<file path="config.mk">
export PLATFORM = sky130hd
export DESIGN_NAME = rsp_tx_sched
export DESIGN_NICKNAME = d
export VERILOG_FILES = /design/src/rtl/rsp_tx_pkg.sv /design/src/rtl/rsp_tx_wait_latch.sv /design/src/rtl/rsp_tx_fsm.sv /design/src/rtl/rsp_tx_sched.sv
export SDC_FILE = /design/constraint.sdc
export NUM_CORES = 1
export LEC_CHECK = 0
export BUFFER_PORTS_ARGS = -buffer_cell sky130_fd_sc_hd__buf_4
export CORE_MARGIN = 2
export CORE_UTILIZATION = 30
export CTS_CLUSTER_SIZE = 10
export DETAILED_ROUTE_END_ITERATION = 10
export REMOVE_ABC_BUFFERS = 1
export SETUP_SLACK_MARGIN = 0.5
export SLEW_MARGIN = 15
export SYNTH_ARGS = -nofsm -noshare
export SYNTH_HDL_FRONTEND = slang
export SYNTH_SLANG_ARGS = --single-unit
</file>
<file path="constraint.sdc">
create_clock -name clk -period 1.5 [get_ports clk]
set_clock_uncertainty 0.2 [all_clocks]
set_input_delay 0.3 -clock clk [delete_from_list [all_inputs] [get_ports clk]]
set_output_delay 0.3 -clock clk [all_outputs]
set_load 0.005 [all_outputs]
</file>
<file path="src/rtl/rsp_tx_pkg.sv">
// Shared types for the response transmit scheduler.
package rsp_tx_pkg;
    typedef enum logic [1:0] {
        ST_IDLE  = 2'd0,
        ST_WAIT  = 2'd1,
        ST_FIRE  = 2'd2,
        ST_TXING = 2'd3
    } rsp_state_t;
endpackage

</file>
<file path="src/rtl/rsp_tx_wait_latch.sv">
// Remembers expiry flags of the selected interval timers during a wait.
// Assumes: sel is stable for a whole run; clr is raised when a run starts.
// all_seen counts a flag that is high in the current cycle as already seen.
module rsp_tx_wait_latch #(
    parameter int NUM_TMR = 3
) (
    input  logic               clk,
    input  logic               rst_n,
    input  logic               clr,
    input  logic               capture,
    input  logic [NUM_TMR-1:0] sel,
    input  logic [NUM_TMR-1:0] done,
    output logic               all_seen
);
    logic [NUM_TMR-1:0] seen_q;
    logic [NUM_TMR-1:0] covered;

    for (genvar i = 0; i < NUM_TMR; i++) begin : g_tmr
        // Per-timer sticky flag, set only while waiting and only if selected.
        always_ff @(posedge clk) begin
            if (!rst_n || clr)
                seen_q[i] <= 1'b0;
            else if (capture && sel[i] && done[i])
                seen_q[i] <= 1'b1;
        end
        // A timer is satisfied if unselected, already seen, or expiring now.
        assign covered[i] = !sel[i] || seen_q[i] || done[i];
    end

    assign all_seen = &covered;
endmodule

</file>
<file path="src/rtl/rsp_tx_fsm.sv">
// Sequencing core: idle -> (wait) -> fire decision -> transmit -> idle.
// Assumes: all_seen comes from the wait latch driven by cfg_wait/in_wait.
// The NAV gate is evaluated combinationally in the fire cycle.
module rsp_tx_fsm
    import rsp_tx_pkg::*;
#(
    parameter int NUM_TMR = 3
) (
    input  logic               clk,
    input  logic               rst_n,
    input  logic               soft_clr,
    input  logic               go,
    input  logic               nav_gate_en,
    input  logic [NUM_TMR-1:0] wait_en,
    input  logic               nav_busy,
    input  logic               phy_done,
    input  logic               all_seen,
    output logic [NUM_TMR-1:0] cfg_wait,
    output logic               in_wait,
    output logic               clr_seen,
    output logic               tx_start,
    output logic               busy,
    output logic               done_ok,
    output logic               done_cancel
);
    rsp_state_t state_q, state_d;
    logic       cfg_gate_q;
    logic       accept;
    logic       cancel;

    assign accept   = (state_q == ST_IDLE) && go && !soft_clr;
    assign cancel   = (state_q == ST_FIRE) && cfg_gate_q && nav_busy && !soft_clr;
    assign tx_start = (state_q == ST_FIRE) && !(cfg_gate_q && nav_busy) && !soft_clr;
    assign in_wait  = (state_q == ST_WAIT);
    assign clr_seen = accept || soft_clr;
    assign busy     = (state_q != ST_IDLE);

    // Next-state selection.
    always_comb begin
        state_d = state_q;
        unique case (state_q)
            ST_IDLE:  if (go) state_d = (wait_en == '0) ? ST_FIRE : ST_WAIT;
            ST_WAIT:  if (all_seen) state_d = ST_FIRE;
            ST_FIRE:  state_d = cfg_gate_q && nav_busy ? ST_IDLE : ST_TXING;
            ST_TXING: if (phy_done) state_d = ST_IDLE;
            default:  state_d = ST_IDLE;
        endcase
        if (soft_clr) state_d = ST_IDLE;
    end

    // State register.
    always_ff @(posedge clk) begin
        if (!rst_n) state_q <= ST_IDLE;
        else        state_q <= state_d;
    end

    // Configuration captured when a run is accepted.
    always_ff @(posedge clk) begin
        if (!rst_n) begin
            cfg_wait   <= '0;
            cfg_gate_q <= 1'b0;
        end else if (accept) begin
            cfg_wait   <= wait_en;
            cfg_gate_q <= nav_gate_en;
        end
    end

    // Sticky completion status, cleared by a new run or a soft clear.
    always_ff @(posedge clk) begin
        if (!rst_n || soft_clr || accept) begin
            done_ok     <= 1'b0;
            done_cancel <= 1'b0;
        end else if (cancel) begin
            done_cancel <= 1'b1;
        end else if (state_q == ST_TXING && phy_done) begin
            done_ok     <= 1'b1;
        end
    end

    assert_start_pulse_R9: assert property (@(posedge clk) disable iff (!rst_n)
        tx_start |=> !tx_start);
    assert_cancel_no_start_R6: assert property (@(posedge clk) disable iff (!rst_n)
        $rose(done_cancel) |-> !$past(tx_start));
    assert_ok_after_phy_R8: assert property (@(posedge clk) disable iff (!rst_n)
        $rose(done_ok) |-> $past(phy_done));
    assert_status_excl_R8: assert property (@(posedge clk) disable iff (!rst_n)
        !(done_ok && done_cancel));
    assert_soft_clr_idle_R10: assert property (@(posedge clk) disable iff (!rst_n)
        soft_clr |=> !busy && !done_ok && !done_cancel);
endmodule

</file>
<file path="src/rtl/rsp_tx_sched.sv">
// Top: response transmit scheduler with optional NAV cancel at launch.
// Assumes timers and NAV live outside; their flags are synchronous to clk.
module rsp_tx_sched #(
    parameter int NUM_TMR = 3
) (
    input  logic               clk,
    input  logic               rst_n,
    input  logic               soft_clr,
    input  logic               go,
    input  logic               nav_gate_en,
    input  logic [NUM_TMR-1:0] wait_en,
    input  logic               nav_busy,
    input  logic [NUM_TMR-1:0] timer_done,
    input  logic               phy_done,
    output logic               tx_start,
    output logic               busy,
    output logic               done_ok,
    output logic               done_cancel
);
    logic [NUM_TMR-1:0] cfg_wait;
    logic               in_wait;
    logic               clr_seen;
    logic               all_seen;

    rsp_tx_wait_latch #(.NUM_TMR(NUM_TMR)) u_latch (
        .clk      (clk),
        .rst_n    (rst_n),
        .clr      (clr_seen),
        .capture  (in_wait),
        .sel      (cfg_wait),
        .done     (timer_done),
        .all_seen (all_seen)
    );

    rsp_tx_fsm #(.NUM_TMR(NUM_TMR)) u_fsm (
        .clk         (clk),
        .rst_n       (rst_n),
        .soft_clr    (soft_clr),
        .go          (go),
        .nav_gate_en (nav_gate_en),
        .wait_en     (wait_en),
        .nav_busy    (nav_busy),
        .phy_done    (phy_done),
        .all_seen    (all_seen),
        .cfg_wait    (cfg_wait),
        .in_wait     (in_wait),
        .clr_seen    (clr_seen),
        .tx_start    (tx_start),
        .busy        (busy),
        .done_ok     (done_ok),
        .done_cancel (done_cancel)
    );

    assert_start_while_busy_R2: assert property (@(posedge clk) disable iff (!rst_n)
        tx_start |-> busy);
    assert_idle_after_phy_R8: assert property (@(posedge clk) disable iff (!rst_n)
        (busy && !tx_start && phy_done && !in_wait) |=> !busy);
endmodule

</file>
==> impl_metrics.toml <==
[global_route]
grt_max_degree = 7
track_usage = 0.136
grt_pass1_vias = 455
grt_pass1_wl_um = 1950
grt-ovfl-total = 0
antenna_found_initial = 0

[clock_tree]
cts_root_buf = "clkbuf_4"
clk_pin_slew_ps = 80
clock-sinks = 11
numCtsBuffers = 3
insertion_delay_ps = 270
clockBufferDepth = 2
tritoncts = "built"
htreeDepth = 1

[sta]
finalCriticalPeriod_ps = 1540
slew_violations = 0
holdWs_ps = 80.8
slew_headroom = 0.704
fmax_mhz = 650
finalHoldViolCount = 0
worst_slack_ps = -38.8
setup_viol = 3
rsz0062_at_grt = "yes"
period_share = 1.03
worst_pin_slew_ps = 439

[detailed_routing]
viasPerCell = 5.38
drt-total-wl_um = 1410
via_count = 533
drt_iter0_markers = 16
routedWlPerCell_um = 14.2
drcViolationCount = 0
detail-route-antenna-nets = 0
dr.pass1.iters = 4

[synthesis]
avgSynthCellArea_um2 = 9.68
syn-cell-area_um2 = 513
postSynthCellCount = 53
synth_warnings = 0
synth_top_cell_by_area = "dfxtp_1"
synth.area.top_cells = "dfxtp_1 (43%), nor2b_1 (8.5%), mux2i_1 (7.8%)"
async_flop_share = 0
yosysMostFrequentCell = "dfxtp_1"
synth-main-ff-cell = "dfxtp_1"
synth_top_area_frac = 0.429
yosys-top-cells-count = "dfxtp_1 (11), nor2b_1 (7), nor2_1 (5), a31oi_1 (4), mux2i_1 (4)"
yosys_register_bits = 11
synth-edff-count = 0
yosysSeqAreaShare = 0.429
ys_types = 22

[floorplanning]
ios = 17
start_util = 0.329
fp.dieW_um = 45.4
std_cell_rows = 14
fp.dieH_um = 45.4
core_area_um2 = 1560
die_area_um2 = 2060

[min_path]
min_path_cells = 3
hold_class = "primary input to register"
min-delay-start = "nav_gate_en"

[place]
post-place-ws_ps = 69.8
place_congestion = 0.742
dp_hpwl_um = 855
portBuffers = 16
placed_area_um2 = 672

[flow_run]
maxCapViolCount = 0

[status]
violations = "negative setup slack"
outcome = "finished with violations"

[setup_path]
critPathRequiredTime_ps = 1000
path_cells = "nor2b_4 > and3_1 > buf_4"
critPathLaunch = "u_fsm.state_q[1]"
reg2reg_slack_ps = -10
r2r_start = "u_fsm.state_q[0]"
worstPathArrival_ps = 1040
critPathMaxFanout = 4
cp.depth = 3
critPathBufInv = 1
rr_worst_depth = 6
crit_type = "register to output port"
cp_top_family = "flip-flops"
slowest_stage = "dfxtp_4"
max_stage_delay_ps = 360
critPathLaunchType = "register"
endpoint_kind = "output port"

[power]
power_w = 0.000659
peakVddDrop_v = 0.000351
leakage_nw = 0.357
powerDensity_nw_per_um2 = 754

[cells_and_area]
fillCellCount = 133
multi_input_area_um2 = 344
fin_area_um2 = 875
regArea_um2 = 231
area_growth_pct = 70.5
drive_above_1_share = 0.578
num-nets-final = 97
diodes = 0
-- area by class of cell --
| cell class | instances | area share |
|---|---|---|
| multi-input combinational | 39 | 0.393 |
| sequential | 11 | 0.265 |
| timing repair buffer | 27 | 0.280 |
| clock buffer | 4 | 0.0300 |
| tap | 16 | 0.0229 |
| inverter | 2 | 0.00858 |
-- kinds of logic after synthesis --
| group | share of synthesized area |
|---|---|
| muxes | 0.0781 |
| DFF | 0.429 |
| buffers and inverters | 0.0366 |
| AOI/OAI and AO/OA | 0.154 |
| and+or+nand+nor | 0.302 |
-- worst reg2reg max path, cell delays in order (launching register included) --
cell	delay [ps]
dfxtp_4	370
buf_12	130
buf_6	110
buf_6	110
nand3b_1	160
a21bo_2	230
o211a_1	110
-- per-stage QoR --
step,instances,setup TNS (ps),utilization
2_1_floorplan,52,0,-
3_3_place_gp,88,0,0.431
3_5_place_dp,88,0,0.431
4_1_cts,98,-51.1,0.530
5_1_grt,99,-295,0.561
6_report,99,-71.7,0.561
-- placed cells by master, fill, tap and decap left out, types with 2 or more instances in the layout --
master,n
inv_1,2
dfxtp_4,2
nor2b_1,5
nor2_4,3
buf_6,8
buf_4,18
nand2_1,2
clkbuf_4,3
nor2b_4,2
nor2_2,2
dfxtp_2,3
mux2i_1,4
dfxtp_1,6
nor3b_1,3
a31oi_1,3
-- power by group --
group	internal [W]	switching [W]
Sequential	0.000299	0.00000944
Combinational	0.0000852	0.0000568
Clock	0.000103	0.000105
Total	0.000488	0.000171
-- state kept, by name (all words and copies together), names as in the netlist --
signal             count
u_latch.seen_q         3
u_fsm.cfg_wait         3
u_fsm.done_cancel      1
u_fsm.state_q          2
u_fsm.cfg_gate_q       1
u_fsm.done_ok          1
-- final timing paths --
path | to
worst max-delay path | tx_start
worst min-delay path | u_fsm.cfg_gate_q
worst max register to register | u_fsm.state_q[1]
worst min register to register | u_fsm.done_ok
-- metal layers --
layer,global-route usage,routed length [um]
met4,0.0706,11
met3,0.0360,70
met1,0.158,665
met2,0.226,660
met5,0,0
-- timing repair --
action	CTS	global route
setup buffers	6	1
setup endpoints to repair	15	15
pin swaps	6	6
endpoints found under the hold margin	0	0
hold buffers	0	0
cloned	0	0
resized for setup	21	11
(Power assumes the default switching activity.)
